## src/rtl/core_guard_pkg.sv

```systemverilog
package core_guard_pkg;
  localparam int unsigned WORD_W = 16;
  localparam int unsigned LANES  = 4;
  localparam int unsigned OFFS_W = 5;

  typedef logic [WORD_W-1:0] word_t;
  typedef logic [OFFS_W-1:0] offs_t;

  localparam offs_t OFF_STATUS = 5'd0;
  localparam offs_t OFF_ID_A   = 5'd1;
  localparam offs_t OFF_PROT   = 5'd2;
  localparam offs_t OFF_VEC    = 5'd8;
  localparam offs_t OFF_SAVE   = 5'd12;
  localparam offs_t OFF_BANK_A = 5'd17;
  localparam offs_t OFF_BANK_B = 5'd18;
  localparam offs_t OFF_ID_B   = 5'd24;
  localparam offs_t OFF_MSEL   = 5'd25;

  localparam int unsigned PB_FOREIGN_EXC = 6;
  localparam int unsigned PB_FOREIGN_CFG = 7;
  localparam int unsigned PB_PC_PRIV     = 8;
  localparam int unsigned PB_PC_VPRIV    = 9;
  localparam int unsigned PB_PC_SHR      = 10;
  localparam int unsigned PB_HALT_ILL    = 12;
  localparam int unsigned PB_SLEEP       = 13;

  typedef struct packed {
    logic priv;
    logic vpriv;
    logic shr;
    logic blk;
  } region_t;
endpackage

```

## src/rtl/core_guard_region.sv

```systemverilog
module core_guard_region
  import core_guard_pkg::*;
#(
  parameter word_t PRIV_LO  = 16'h0040,
  parameter word_t PRIV_HI  = 16'h02FF,
  parameter word_t VPRIV_LO = 16'h0800,
  parameter word_t VPRIV_HI = 16'h0FFF,
  parameter word_t SHR_LO   = 16'h1000,
  parameter word_t SHR_HI   = 16'h2FFF,
  parameter word_t BLK_BASE = 16'h0300
) (
  input  word_t   addr_i,
  output region_t region_o
);
  localparam word_t BLK_HI = BLK_BASE + word_t'((1 << OFFS_W) - 1);

  always_comb begin
    region_o.priv  = (addr_i >= PRIV_LO)  && (addr_i <= PRIV_HI);
    region_o.vpriv = (addr_i >= VPRIV_LO) && (addr_i <= VPRIV_HI);
    region_o.shr   = (addr_i >= SHR_LO)   && (addr_i <= SHR_HI);
    region_o.blk   = (addr_i >= BLK_BASE) && (addr_i <= BLK_HI);
  end
endmodule

```

## src/rtl/core_guard_wguard.sv

```systemverilog
module core_guard_wguard
  import core_guard_pkg::*;
#(
  parameter int unsigned NUM_MSEL = 7
) (
  input  offs_t             addr_i,
  input  logic              we_i,
  input  logic              set_run_i,
  input  logic              foreign_i,
  input  logic              run_i,
  input  word_t             pact_i,
  input  logic              exc_i,
  output logic              start_o,
  output logic              we_prot_o,
  output logic [LANES-1:0]  we_vec_o,
  output logic [LANES-1:0]  we_sav_o,
  output logic              we_bank_o,
  output logic [NUM_MSEL-1:0] we_msel_o
);
  logic wr_ok, lock_exc, lock_cfg;

  // exception cycle discards every register write
  assign wr_ok    = we_i && !exc_i;
  assign lock_exc = run_i && foreign_i && pact_i[PB_FOREIGN_EXC];
  assign lock_cfg = run_i && foreign_i && pact_i[PB_FOREIGN_CFG];

  assign start_o   = wr_ok && (addr_i == OFF_STATUS) && set_run_i && !run_i;
  assign we_prot_o = wr_ok && (addr_i == OFF_PROT) && !(run_i && foreign_i);
  assign we_bank_o = wr_ok && !lock_cfg &&
                     ((addr_i == OFF_BANK_A) || (addr_i == OFF_BANK_B));

  for (genvar l = 0; l < LANES; l++) begin : g_lane_we
    assign we_vec_o[l] = wr_ok && !lock_exc && (addr_i == OFF_VEC  + offs_t'(l));
    assign we_sav_o[l] = wr_ok && !lock_exc && (addr_i == OFF_SAVE + offs_t'(l));
  end

  for (genvar m = 0; m < NUM_MSEL; m++) begin : g_msel_we
    assign we_msel_o[m] = wr_ok && !lock_cfg && (addr_i == OFF_MSEL + offs_t'(m));
  end
endmodule

```

## src/rtl/core_guard_seq.sv

```systemverilog
module core_guard_seq
  import core_guard_pkg::*;
#(
  parameter int unsigned RI_W = WORD_W * LANES
) (
  input  logic            clk_i,
  input  logic            rst_ni,
  input  logic            exc_i,
  input  logic            start_i,
  input  logic            halt_plain_i,
  input  logic            vec_blk_i,
  input  logic [RI_W-1:0] vec_i,
  input  logic [RI_W-1:0] sav_i,
  output logic            run_o,
  output logic [RI_W-1:0] ri_o,
  output logic            load_o,
  output logic            halt_o
);
  always_ff @(posedge clk_i or negedge rst_ni) begin
    if (!rst_ni) begin
      run_o  <= 1'b0;
      ri_o   <= '0;
      load_o <= 1'b0;
      halt_o <= 1'b0;
    end else begin
      load_o <= 1'b0;
      halt_o <= 1'b0;
      if (exc_i) begin
        ri_o   <= vec_i;
        load_o <= 1'b1;
        if (vec_blk_i) begin
          run_o  <= 1'b0;
          halt_o <= 1'b1;
        end
      end else if (start_i) begin
        run_o  <= 1'b1;
        ri_o   <= sav_i;
        load_o <= 1'b1;
      end else if (halt_plain_i) begin
        run_o  <= 1'b0;
        halt_o <= 1'b1;
      end
    end
  end
endmodule

```

## src/rtl/core_guard_ctrl.sv

```systemverilog
module core_guard_ctrl
  import core_guard_pkg::*;
#(
  parameter int unsigned CORE_ID_W = 2,
  parameter int unsigned CORE_ID   = 1,
  parameter int unsigned NUM_MSEL  = 7,
  parameter word_t       BLK_BASE  = 16'h0300,
  parameter word_t       PRIV_LO   = 16'h0040,
  parameter word_t       PRIV_HI   = 16'h02FF,
  parameter word_t       VPRIV_LO  = 16'h0800,
  parameter word_t       VPRIV_HI  = 16'h0FFF,
  parameter word_t       SHR_LO    = 16'h1000,
  parameter word_t       SHR_HI    = 16'h2FFF
) (
  input  logic                 clk_i,
  input  logic                 rst_ni,
  input  logic [OFFS_W-1:0]    reg_addr_i,
  input  logic                 reg_we_i,
  input  logic [WORD_W-1:0]    reg_wdata_i,
  input  logic [CORE_ID_W-1:0] reg_core_i,
  output logic [WORD_W-1:0]    reg_rdata_o,
  input  logic                 exc_req_i,
  input  logic                 halt_evt_i,
  input  logic                 sleep_evt_i,
  input  logic                 illegal_evt_i,
  input  logic [WORD_W*LANES-1:0] ri_i,
  output logic [WORD_W*LANES-1:0] ri_o,
  output logic                 ri_load_o,
  output logic                 halt_o,
  output logic                 running_o
);
  localparam int unsigned RI_W   = WORD_W * LANES;
  localparam word_t       REARM_X = BLK_BASE + word_t'(OFF_VEC);
  localparam word_t       ID_WORD = word_t'(CORE_ID);

  word_t                 prot_q, pact_q, bank_q;
  word_t [LANES-1:0]     vec_q, sav_q, ri_lane;
  word_t [NUM_MSEL-1:0]  msel_q;
  region_t               pc_reg, vec_reg;
  logic                  foreign, exc_fire, int_exc, start, halt_plain;
  logic                  we_prot, we_bank;
  logic [LANES-1:0]      we_vec, we_sav;
  logic [NUM_MSEL-1:0]   we_msel;

  assign ri_lane = ri_i;
  assign foreign = (reg_core_i != CORE_ID_W'(CORE_ID));

  core_guard_region #(
    .PRIV_LO(PRIV_LO), .PRIV_HI(PRIV_HI), .VPRIV_LO(VPRIV_LO), .VPRIV_HI(VPRIV_HI),
    .SHR_LO(SHR_LO), .SHR_HI(SHR_HI), .BLK_BASE(BLK_BASE)
  ) u_pc_region (
    .addr_i  (ri_lane[0]),
    .region_o(pc_reg)
  );

  core_guard_region #(
    .PRIV_LO(PRIV_LO), .PRIV_HI(PRIV_HI), .VPRIV_LO(VPRIV_LO), .VPRIV_HI(VPRIV_HI),
    .SHR_LO(SHR_LO), .SHR_HI(SHR_HI), .BLK_BASE(BLK_BASE)
  ) u_vec_region (
    .addr_i  (vec_q[0]),
    .region_o(vec_reg)
  );

  // protection acts only through the copy latched at start, and only while running
  always_comb begin
    int_exc = (pact_q[PB_PC_PRIV]  && pc_reg.priv)  ||
              (pact_q[PB_PC_VPRIV] && pc_reg.vpriv) ||
              (pact_q[PB_PC_SHR]   && pc_reg.shr)   ||
              (pact_q[PB_HALT_ILL] && (halt_evt_i || illegal_evt_i)) ||
              (pact_q[PB_SLEEP]    && sleep_evt_i);
    exc_fire   = exc_req_i || (running_o && int_exc);
    halt_plain = running_o && halt_evt_i && !pact_q[PB_HALT_ILL];
  end

  core_guard_wguard #(.NUM_MSEL(NUM_MSEL)) u_wguard (
    .addr_i   (reg_addr_i),
    .we_i     (reg_we_i),
    .set_run_i(reg_wdata_i[0]),
    .foreign_i(foreign),
    .run_i    (running_o),
    .pact_i   (pact_q),
    .exc_i    (exc_fire),
    .start_o  (start),
    .we_prot_o(we_prot),
    .we_vec_o (we_vec),
    .we_sav_o (we_sav),
    .we_bank_o(we_bank),
    .we_msel_o(we_msel)
  );

  core_guard_seq #(.RI_W(RI_W)) u_seq (
    .clk_i       (clk_i),
    .rst_ni      (rst_ni),
    .exc_i       (exc_fire),
    .start_i     (start),
    .halt_plain_i(halt_plain),
    .vec_blk_i   (vec_reg.blk),
    .vec_i       (vec_q),
    .sav_i       (sav_q),
    .run_o       (running_o),
    .ri_o        (ri_o),
    .load_o      (ri_load_o),
    .halt_o      (halt_o)
  );

  always_ff @(posedge clk_i or negedge rst_ni) begin
    if (!rst_ni) begin
      prot_q <= '0;
      pact_q <= '0;
    end else if (exc_fire) begin
      prot_q[PB_PC_PRIV] <= 1'b0;
      pact_q[PB_PC_PRIV] <= 1'b0;
    end else begin
      if (we_prot) prot_q <= reg_wdata_i;
      if (start)   pact_q <= prot_q;
    end
  end

  for (genvar l = 0; l < LANES; l++) begin : g_lane
    always_ff @(posedge clk_i or negedge rst_ni) begin
      if (!rst_ni) begin
        vec_q[l] <= (l == 0) ? REARM_X : '0;
        sav_q[l] <= '0;
      end else if (exc_fire) begin
        vec_q[l] <= (l == 0) ? REARM_X : '0;
        sav_q[l] <= ri_lane[l];
      end else begin
        if (we_vec[l]) vec_q[l] <= reg_wdata_i;
        if (we_sav[l]) sav_q[l] <= reg_wdata_i;
      end
    end
  end

  always_ff @(posedge clk_i or negedge rst_ni) begin
    if (!rst_ni)      bank_q <= '0;
    else if (we_bank) bank_q <= reg_wdata_i;
  end

  for (genvar m = 0; m < NUM_MSEL; m++) begin : g_msel
    always_ff @(posedge clk_i or negedge rst_ni) begin
      if (!rst_ni)         msel_q[m] <= '0;
      else if (we_msel[m]) msel_q[m] <= reg_wdata_i;
    end
  end

  always_comb begin
    reg_rdata_o = '0;
    unique case (reg_addr_i)
      OFF_STATUS:             reg_rdata_o = {{(WORD_W-1){1'b0}}, running_o};
      OFF_ID_A, OFF_ID_B:     reg_rdata_o = ID_WORD;
      OFF_PROT:               reg_rdata_o = prot_q;
      OFF_BANK_A, OFF_BANK_B: reg_rdata_o = bank_q;
      default: begin
        if (reg_addr_i >= OFF_VEC && reg_addr_i < OFF_VEC + offs_t'(LANES))
          reg_rdata_o = vec_q[reg_addr_i[1:0]];
        else if (reg_addr_i >= OFF_SAVE && reg_addr_i < OFF_SAVE + offs_t'(LANES))
          reg_rdata_o = sav_q[reg_addr_i[1:0]];
        else if (32'(reg_addr_i) >= 32'(OFF_MSEL) &&
                 32'(reg_addr_i) <  32'(OFF_MSEL) + NUM_MSEL)
          reg_rdata_o = msel_q[32'(reg_addr_i) - 32'(OFF_MSEL)];
      end
    endcase
  end
endmodule

```

## config.mk

```make
export PLATFORM = sky130hd
export DESIGN_NAME = core_guard_ctrl
export DESIGN_NICKNAME = d
export VERILOG_FILES = /design/src/rtl/core_guard_pkg.sv /design/src/rtl/core_guard_region.sv /design/src/rtl/core_guard_wguard.sv /design/src/rtl/core_guard_seq.sv /design/src/rtl/core_guard_ctrl.sv
export SDC_FILE = /design/constraint.sdc
export NUM_CORES = 1
export LEC_CHECK = 0
export BUFFER_PORTS_ARGS = -buffer_cell sky130_fd_sc_hd__buf_4
export CORE_ASPECT_RATIO = 0.7
export CORE_MARGIN = 3
export CORE_UTILIZATION = 40
export CTS_CLUSTER_SIZE = 40
export DETAILED_ROUTE_END_ITERATION = 6
export PLACE_DENSITY_LB_ADDON = 0.15
export SYNTH_ARGS = -nofsm -noshare
export SYNTH_HDL_FRONTEND = slang
export SYNTH_HIERARCHICAL = 1
export SYNTH_SLANG_ARGS = --single-unit
```

## constraint.sdc

```tcl
create_clock -name clk_i -period 5.7 [get_ports clk_i]
set_input_delay 0.57 -clock clk_i [delete_from_list [all_inputs] [get_ports clk_i]]
set_output_delay 0.57 -clock clk_i [all_outputs]
set_load 0.02 [all_outputs]
```

==> results by stage, run 1 <==
Clock network:
- Post-CTS repair changed the size of 0 cells.
- The TritonCTS clock tree is done.
- The CTS clock-pin slew for the worst setup and hold paths is ~0.06 ns.
- The count of H-tree levels built during CTS is 2.
- The hold-fix buffer count after cts is 0.
- The clock root buffer master is clkbuf_16.
- The number of setup buffers added after CTS is 0.
- The clock sink count is approximately 350.
- The number of buffers created by CTS is 35.
- The clock reaches the later pin of the worst-skew pair after ~0.53 ns.
- The number of buffers between clock root and the deepest sink is 3.

Status:
- The flow ran to the end, and the final reports show no timing, DRC or antenna violations.

Drt:
- The via count of the routed design is approximately 12000.
- The routed design has roughly 55000 um of wire.
- The routed via count divided by cell count is between 5 and 6.
- Dividing the detail-routed wire length by the instance count gives 25.2 um.
- The number of antenna-violating nets in the routed design is 0.
- The final routed DRC violation total is 0.
- The first TritonRoute pass finished after 5 iterations.
- In this run, the number of DRC markers left after iteration 0 of detailed routing was 1019.

STA:
- Final hold analysis gives a worst-case slack of roughly 0.098 ns.
- The number of hold-slack violations in the final timing report is 0.
- The final count of pins violating max slew was 0.
- Timing would allow up to around 240 MHz.
- Setup repair after global routing left no endpoint under its margin.
- The post-layout worst setup margin is between 1.5 and 2 ns.
- The total negative slack is 0 ns.
- The clock arrives with 0.0231 ns of skew.
- Setup violations remaining at the end of the flow were counted as 0.
- The share of the clock period used by the worst path is 0.721.
- The final period demand of the worst path is 4.11 ns.
- The slew of the pin with the lowest slew margin is between 1 and 1.5 ns.
- In this run the tightest slew margin relative to its limit is 0.324.

Synth:
- The post-synthesis cell count is between 1500 and 2000.
- The cell area that synthesis handed to floorplanning was ~0.017 mm^2.
- Counting every net in the synthesized netlist gives roughly 1600.
- The warning count from the yosys run is 6.
- The mean instance size in the synthesized netlist is between 10 and 15 um^2.

Floorplanning:
- The die area is about 0.045 mm^2.
- The row count is 62.
- The height of the die is between 150 and 200 um.
- For this configuration, the core starts out at a cell density of 0.412.
- Measured along the x axis, the die boundary spans 254 um.
- The area of the core is around 0.042 mm^2.
- The number of primary I/O pins is about 180.

Placed design:
- The global placement routability congestion is 0.823.
- The number of I/O port buffers is approximately 180.
- The minimum setup slack after placement is between 1 and 1.5 ns.
- Detailed placement finished with a half-perimeter wire length of between 30000 and 40000 um.

Worst setup path:
- The worst setup path is captured at an output port.
- The worst endpoint data arrival time is approximately 3.5 ns.
- The critical path is of the primary input to output port type.
- The worst register-to-register path has a setup slack of roughly 2.0 ns.
- In this run the worst path has a maximum fanout of 29.
- STA puts the critical path data required time at 5.13 ns.
- The type of element launching the critical path is a primary input.

Power:
- The analysis attributes to cell leakage a power of 8.80 nW.
- The maximum VDD drop is ~0.16 mV.
- For this design the ratio of total power to cell area is 293 mW/mm^2.
- Overall power consumption after layout is estimated at 5.89 mW.

Global routing:
- The number of antenna violations at the first check in global routing was 0.
- The overall routing resource usage is 0.245.
- Entering global routing, the biggest net connects 218 pins.
- The via count of the first global-routing pass is approximately 13000.
- After global routing the overflow that remains totals 0.
- The first global-routing pass estimated ~83000 um of wire.

Layout:
- The share of cells above drive strength 1 is 0.271.
- The area growth from synthesis to layout is 17.1%.
- The number of nets in the layout is about 1700.
- The repair_antennas step left the layout with diodes totalling 0.
- Counting the fill cells in the layout gives between 3000 and 4000.
- The final standard cell utilization of the core is 0.482.

Job:
- The tool flagged a number of max-cap violations equal to 0.

Hold path:
- The type of the most critical hold path is primary input to async pin.
==> layout make-up <==
| type | instances | area, um^2 | area share |
|---|---|---|---|
| Clock buffer | 51 | 1020 | 0.0506 |
| Clock inverter | 9 | 151 | 0.00754 |
| Inverter | 6 | 30.0 | 0.00150 |
| Multi-Input combinational cell | 1018 | 7900 | 0.393 |
| Sequential cell | 346 | 8660 | 0.431 |
| Tap cell | 544 | 681 | 0.0339 |
| Timing Repair Buffer | 210 | 1650 | 0.0820 |
==> layout by cell type (no fill, tap or decap), types with 3 or more instances in the layout <==
| cell | n |
|---|---|
| nand2_1 | 151 |
| clkbuf_8 | 8 |
| ha_1 | 3 |
| nor2b_1 | 17 |
| buf_12 | 5 |
| o21ai_0 | 93 |
| buf_4 | 204 |
| mux2i_1 | 290 |
| nand2b_1 | 7 |
| a211oi_1 | 16 |
| dfrtp_1 | 343 |
| a211o_1 | 16 |
| bufinv_16 | 4 |
| inv_1 | 5 |
| a31oi_1 | 17 |
| dfstp_2 | 3 |
| nor4_2 | 6 |
| and2_1 | 4 |
| clkinv_2 | 3 |
| nor2_1 | 83 |
| clkbuf_16 | 35 |
| nor3_2 | 4 |
| a22oi_1 | 49 |
| o21ai_1 | 56 |
| clkbuf_1 | 8 |
| nor4_4 | 8 |
| mux2_2 | 149 |
| or2_2 | 3 |
| a311oi_1 | 16 |
==> state kept, by name, indices dropped and copies added, names as in the netlist <==
name	flops
u_seq/load_o	1
prot_q	16
pact_q	7
u_seq/run_o	1
vec_q	64
u_seq/ri_o	64
u_seq/halt_o	1
bank_q	16
msel_q	112
sav_q	64
==> worst max-delay path, stage by stage <==
cell	delay, ns
buf_4	0.37
nand2b_1	0.61
a211oi_1	0.92
a311oi_1	0.25
a31oi_1	0.42
o21ai_1	0.16
buf_4	0.19
==> report_power, final <==
part	switching (mW)	internal, mW
combinational	0.427	0.308
clock	0.983	1.42
sequential	0.109	2.64
total	1.52	4.37
==> metrics by stage <==
| step | cell area [um^2] | cells |
|---|---|---|
| final | 20100 | 2184 |
| after global routing | 20100 | 2184 |
| after CTS | 20100 | 2184 |
| after detailed placement | 18900 | 2124 |
| after global placement | 18900 | 2124 |
| after floorplan | 17200 | 1507 |
==> layer usage <==
| layer | track usage | wire, um | vias to the layer above |
|---|---|---|---|
| met1 | 0.357 | 26000 | 6390 |
| met3 | 0.0447 | 3080 | 77 |
| met4 | 0.0708 | 1560 | 0 |
| met2 | 0.373 | 24300 | 343 |
| li1 | - | - | 5599 |
| met5 | 0 | 0 | - |
==> final timing paths <==
| check | depth (start not counted) | start | to |
|---|---|---|---|
| min in group clk_i | 3 | ri_i[21] | sav_q[21] |
| worst max register to register | 9 | u_seq/run_o | u_seq/ri_o[59] |
| max in group asynchronous | 2 | rst_ni | msel_q[67] |
| worst min register to register | 1 | msel_q[78] | msel_q[78] |
| worst max-delay path | 7 | reg_addr_i[2] | reg_rdata_o[4] |
| worst min-delay path | 1 | rst_ni | sav_q[0] |
Power figures use the tool's default switching activity.
==> run 2, diff against run 1 <==
==> constraint.sdc (replaced) <==
create_clock -name clk_i -period 3.3 [get_ports clk_i]
set_input_delay 0.33 -clock clk_i [delete_from_list [all_inputs] [get_ports clk_i]]
set_output_delay 0.33 -clock clk_i [all_outputs]
set_load 0.02 [all_outputs]
==> run 2 against run 1 <==
  * Register-to-register slack worse by 1.7 ns
  * Clock-buffer cell count is 5 higher
  * Via count is 4.6% higher
  * Final cell count is 4.0% higher
==> results by stage, run 2 (synthesis gave the netlist of run 1 again) <==
Clock network:
- The number of buffers between clock root and the deepest sink is 3.
- The later pin in the worst-skew pair is clocked with a latency of 0.54 ns.
- The CTS clock-pin slew for the worst setup and hold paths is roughly 0.06 ns.
- The number of buffers created by CTS is 37.
- The tree is rooted in a clkbuf_16.
- In this run the number of H-tree levels came out at 2.
- The TritonCTS clock tree is done.
- The clock net in this run drives a total of between 300 and 400 sinks.

STA:
- The total negative slack is 0 ns.
- The clock arrives with around 0.02 ns of skew.
- Setup repair after global routing left no endpoint under its margin.
- The worst-case headroom to the max-slew limit is 0.150.
- The setup violation total in the final timing report is 0.
- The slew of the pin with the lowest slew margin is between 1 and 1.5 ns.
- The number of hold-slack violations in the final timing report is 0.
- The highest attainable clock frequency is between 300 and 400 MHz.
- The final period demand of the worst path is 3.12 ns.
- The final count of pins violating max slew is 0.
- In the finished design, the share of the clock period the worst path needs comes to 0.945.

Layout:
- The final standard cell utilization of the core is 0.508.
- In the layout the commonest cells are dfrtp_1, mux2i_1, buf_4.
- The leading cell type in the layout, fill and taps excluded is dfrtp_1.
- The register with the most flip-flops in the layout has approximately 110 of them.
- The number of nets in the layout is 1800.
- The area added between synthesis and finish is 23.5%.
- More flip-flops sit in one register than any other, and that register is msel_q.
- The share of cells above drive strength 1 is 0.285.

Drt:
- The total routed wire length on the met1 layer is roughly 27000 um.
- For this block, the routed nets add up to slightly below 60000 um of wire.
- The number of detailed-routing iterations run before antenna repair is 5.
- Across all layers, the routed design uses 13000 vias.
- The count of nets left with antenna violations once routing finished came out at 0.
- The met3 layer wire length in the routed design is about 3500 um.
- In the final routed layout, each cell accounts on average for about 25 um.
- The final routed DRC violation total is 0.
- Summed over all nets, wire length on met2 after detailed routing comes to around 26000 um.
- In the routed layout, each cell is associated on average with a via count of between 5 and 6.
- After the first detailed-routing iteration, the DRC count stood at ~1100.
- Routed signal wires occupy layers up through met4.

Floorplanning:
- The floorplan step defined a die boundary enclosing 0.0454 mm^2.
- The initial core utilization is 0.412.
- 177 I/O pins were placed.
- The width of the die is about 250 um.
- The row count is 62.
- The region available for standard cell placement spans about 0.042 mm^2.
- The height of the die is approximately 180 um.

Worst setup path:
- In this run the critical register-to-register path is launched from pact_q[9].
- The data required time of the worst path is between 2 and 3 ns.
- The worst setup path is launched from a primary input.
- Data arrives at the worst endpoint at around 2.8 ns.
- The startpoint of the most critical setup path is reg_addr_i[0].
- The start-to-end type of the worst setup path is primary input to output port.
- The critical path capture point type is an output port.
- Of all nets on the critical path, the largest fanout is 9.

Status:
- The run finished with clean final reports.

Global routing:
- The number of antenna violations at the first check in global routing came to 4.
- The overall routing resource usage is 0.257.
- The overall overflow remaining after global route is 0.
- The via count of the first global-routing pass was approximately 13000.
- The largest net degree at the start of global routing is 92.
- The first global-routing pass estimated ~86000 um of wire.

Power:
- The total leakage power is just over 9 nW.
- The maximum VDD drop is around 0.48 mV.
- The ratio of total power to cell area is roughly 490 mW/mm^2.

Job:
- The tool flagged a number of max-cap violations equal to 0.

Placed design:
- The number of I/O port buffers is between 150 and 200.
- The estimated wirelength of the detail-placed design is 39900 um.
- The global placement routability congestion is around 0.88.

Hold path:
- The worst min-delay path startpoint is ri_i[5].
- In this run the worst hold path is classified as primary input to register.
run 2: what timing repair did:
action | CTS | global route
hold endpoints to repair | 79 | 0
gates resized for setup | 0 | 0
hold buffers | 39 | 0
buffers inserted | 0 | 0
run 2: final timing paths:
path | slack, ns | cells past startpoint | endpoint
setup / recovery | 0.18 | 9 | reg_rdata_o[9]
hold / removal | 0.01 | 3 | sav_q[5]
setup reg to reg | 0.31 | 10 | vec_q[18]
hold reg to reg | 0.50 | 1 | pact_q[7]
max in group asynchronous | 2.02 | 3 | msel_q[9]
min in group asynchronous | 0.30 | 2 | sav_q[20]
run 2: critical path: stages:
cell and delay [ns]:
buf_4 0.18, inv_1 0.09, ha_1 0.31, nor2b_1 0.60, buf_4 0.31, a22oi_1 0.10
a31oi_1 0.46, o21ai_1 0.18, buf_4 0.20
run 2: final cells by class:
| cell class | count | area (um^2) |
|---|---|---|
| antenna | 1 | 2.50 |
| clock buffer | 56 | 1100 |
| clock inverter | 7 | 128 |
| fill | 3718 | 20500 |
| inverter | 6 | 30.0 |
| multi-input combinational | 1018 | 7920 |
| sequential | 346 | 8660 |
| tap | 544 | 681 |
| timing repair buffer | 294 | 2660 |
run 2: per-layer routing:
metal / vias up / global-route usage
li1: 5771 / -
met1: 6687 / 0.377
met2: 442 / 0.397
met3: 78 / 0.0389
met4: 0 / 0.0665
met5: - / 0
run 2: where the power goes:
| part | leakage, nW | switching (mW) | internal, mW |
|---|---|---|---|
| Sequential | 4.59 | 0.199 | 4.56 |
| Clock | 0.601 | 1.77 | 2.54 |
| Combinational | 4.10 | 0.763 | 0.598 |
| Total | 9.29 | 2.73 | 7.70 |
run 2: through the flow:
stage | instance area, um^2 | power (mW) | hold WS, ns | std cells | setup WS (ns)
detailed placement | 19600 | 6.16 | 0.267 | 2169 | -0.0517
finish | 21200 | 10.4 | 0.0135 | 2272 | 0.180
global placement | 19600 | 6.13 | 0.265 | 2169 | -0.00863
CTS | 21200 | 10.5 | 0.00115 | 2271 | 0.208
global route | 21200 | 10.8 | 0.0257 | 2271 | 0.0482
floorplan | 17200 | 5.53 | 0.0344 | 1507 | 0.00285
==> run 3, diff against run 2 <==
--- a/config.mk
+++ b/config.mk
@@ -5,6 +5,7 @@
 export SDC_FILE = /design/constraint.sdc
 export NUM_CORES = 1
 export LEC_CHECK = 0
+export ABC_AREA = 1
 export BUFFER_PORTS_ARGS = -buffer_cell sky130_fd_sc_hd__buf_4
 export CORE_ASPECT_RATIO = 0.7
 export CORE_MARGIN = 3
==> run 3 against run 2 <==
  * Sequential share of layout area up 1.2 points
  * Hold slack better by 0.011 ns
  * First-iteration DRC count up 100%
  * Highest routed layer is now met5
  * Non-clock buffer count down 74
==> results by stage, run 3 <==
STA:
- The number of hold-slack violations in the final timing report is 0.
- For the final routed database, the setup TNS stands at 0 ns.
- The final period demand of the worst path is 2.92 ns.
- Clock skew on the completed layout was measured at 0.0200 ns.
- Measured against its own limit, the worst slew margin works out to 0.171.
- For the pin with the worst max-slew slack, the measured transition is roughly 1.2 ns.
- Setup repair after global routing left no endpoint under its margin.
- Setup violations remaining at the end of the flow were counted as 0.
- Setup slack closes at roughly 0.38 ns.
- The final count of pins violating max slew is 0.
- The share of the clock period used by the worst path is 0.885.
- The highest attainable clock frequency is ~340 MHz.

Clock network:
- TritonCTS built the clock tree.
- The CTS clock-pin slew for the worst setup and hold paths is ~0.060 ns.
- Post-CTS repair changed the size of 0 cells.
- The clock sink count is about 350.
- The clock latency at the later pin of the worst-skew pair is 0.54 ns.
- The cell sitting at the root of the clock tree is a clkbuf_16.
- CTS built an H-tree with a depth of 2.
- The number of buffers created by CTS is 37.
- Counting along the longest clock path gives a buffer depth of 3.

Drt:
- The highest metal layer carrying signal wires in the routed design is met5.
- The final routed DRC violation total is 0.
- The met2 layer wire length in the routed design is 27500 um.
- In the detailed route, the total length drawn on met3 is slightly below 10000 um.
- Summing over every cut layer, the via total after detailed routing is roughly 17000.
- After detailed routing, the total wire length is ~70000 um.
- For this block, wires on met1 add up to about 32000 um.
- For this block, the initial DRC count from the detailed router was 2294.
- The number of antenna-violating nets in the routed design is 0.
- The detail-routed net length per standard cell is about 23 um.
- Using the TritonRoute via totals, the vias-per-cell ratio works out to between 5 and 6.
- Before antenna repair, the detailed router went through 5 iterations.

Hold path:
- The type of the most critical hold path is primary input to register.
- The number of cells on the worst hold path is 3.

Global routing:
- Entering global routing, the biggest net connects between 100 and 150 pins.
- For this run the aggregate overflow at the end of global routing stands at 0.
- In the global route stage, overall resource usage came out at 0.295.
- The number of antenna violations at the first check in global routing is 1.
- The first-pass GRT wire length is slightly above 100000 um.
- The via count of the first global-routing pass is between 15000 and 20000.

Synth:
- A synthesized cell averages ~7.5 um^2.
- The warning count from the yosys run is 6.
- The post-synthesis cell count is about 2300.
- The synthesized netlist occupies a cell area of 0.0176 mm^2.
- Synthesis produced a netlist with a net count of about 2400.

Placed design:
- The estimated wirelength of the detail-placed design is between 40000 and 50000 um.
- The minimum setup slack after placement is between 0.3 and 0.4 ns.
- The number of I/O port buffers is between 150 and 200.
- The global placement routability congestion is 0.964.

Worst setup path:
- The largest fanout of any net on the critical path is 17.
- The critical path capture point type is an output port.
- The capture instance of the worst register-to-register path is sav_q[49].
- The start-to-end type of the worst setup path is primary input to output port.
- The critical path endpoint is reg_rdata_o[9].
- STA classifies the critical path startpoint as a primary input.
- The setup check on the worst reg-to-reg path leaves a slack of about 0.6 ns.
- Data on the critical path is required at its endpoint by slightly below 3 ns.
- The number of cells on the worst reg-to-reg path is 12.
- The startpoint of the most critical setup path is reg_addr_i[0].
- The startpoint identified for the worst register-to-register timing path is pact_q[8].
- At the worst endpoint, the arrival time is approximately 2.6 ns.

Layout:
- The library cell used most frequently in the layout, excluding fill and tap cells, is nand2_1.
- The register ranked first by flip-flop count is msel_q.
- The number of nets in the layout is 2539.
- Compared with the post-synthesis result, the final layout area differs by 16.6%.
- In the layout the commonest cells are nand2_1, dfrtp_1, nand3_1.
- At the end of the flow the core is filled with cells to 0.479.
- The register with the most flip-flops in the layout has roughly 110 of them.
- The share of cells above drive strength 1 is 0.146.
- The final antenna diode count is 0.

Floorplanning:
- The width of the die is 257 um.
- The row count is 63.
- The die area is between 0.04 and 0.05 mm^2.
- The area of the core is 0.0430 mm^2.
- The initial utilization of the core area, before any placement, comes to 0.410.
- The floorplan step set the die height to 182 um.
- The number of primary I/O pins is around 180.

Power:
- The ratio of total power to cell area is between 500 and 600 mW/mm^2.
- The total leakage power is a little over 10 nW.
- The worst-case IR drop observed on VDD is between 0.2 and 0.3 mV.

Status:
- The flow ran to the end, and the final reports show no timing, DRC or antenna violations.

Job:
- The max-cap check violation count is 0.
-- run 3: repair_timing --
action                                 in CTS  in global routing
hold buffers                                1                  0
endpoints found under the hold margin      83                  0
buffers inserted                            0                  0
-- run 3: area by class of cell --
| type | count | area, um^2 |
|---|---|---|
| fill | 4280 | 22400 |
| sequential | 346 | 8660 |
| multi-input combinational | 1759 | 7840 |
| timing repair buffer | 220 | 1770 |
| clock buffer | 51 | 1090 |
| tap | 585 | 732 |
| inverter | 78 | 298 |
| clock inverter | 16 | 164 |
-- run 3: worst max-delay path, stage by stage --
cell,delay [ns]
buf_4,0.13
inv_4,0.18
ha_1,0.28
inv_1,0.06
nand2_1,0.07
nand2_2,0.28
inv_2,0.43
nand2_1,0.11
nand3_1,0.16
nand2_1,0.07
nand2_1,0.20
nand2_1,0.10
buf_4,0.17
-- run 3: per-layer routing --
metal,vias up,GRT usage
met1,8276,0.450
met4,2,0.0578
li1,7808,-
met5,-,0
met3,80,0.109
met2,887,0.395
-- run 3: power breakdown --
group,internal (mW),switching [mW],leakage [nW]
Sequential,4.67,0.358,4.50
Clock,2.56,1.79,0.623
Combinational,0.538,1.03,5.06
-- run 3: how the worst min path moves through the flow --
stage,startpoint,end
after floorplan,rst_ni,bank_q[0]
after global placement,rst_ni,sav_q[10]
after detailed placement,rst_ni,sav_q[10]
after CTS,ri_i[21],sav_q[21]
after global routing,ri_i[21],sav_q[21]
final,ri_i[21],sav_q[21]
-- run 3: metrics by stage --
stage          instance area (um^2)  hold WS, ns  total power [mW]  cells
6_report                      20600       0.0247              10.9   3055
5_1_grt                       20600       0.0256              11.4   3055
4_1_cts                       20600       0.0151              11.0   3055
3_5_place_dp                  19300        0.419              6.62   2987
3_3_place_gp                  19300        0.410              6.58   2987
2_1_floorplan                 17600       0.0344              5.90   2349
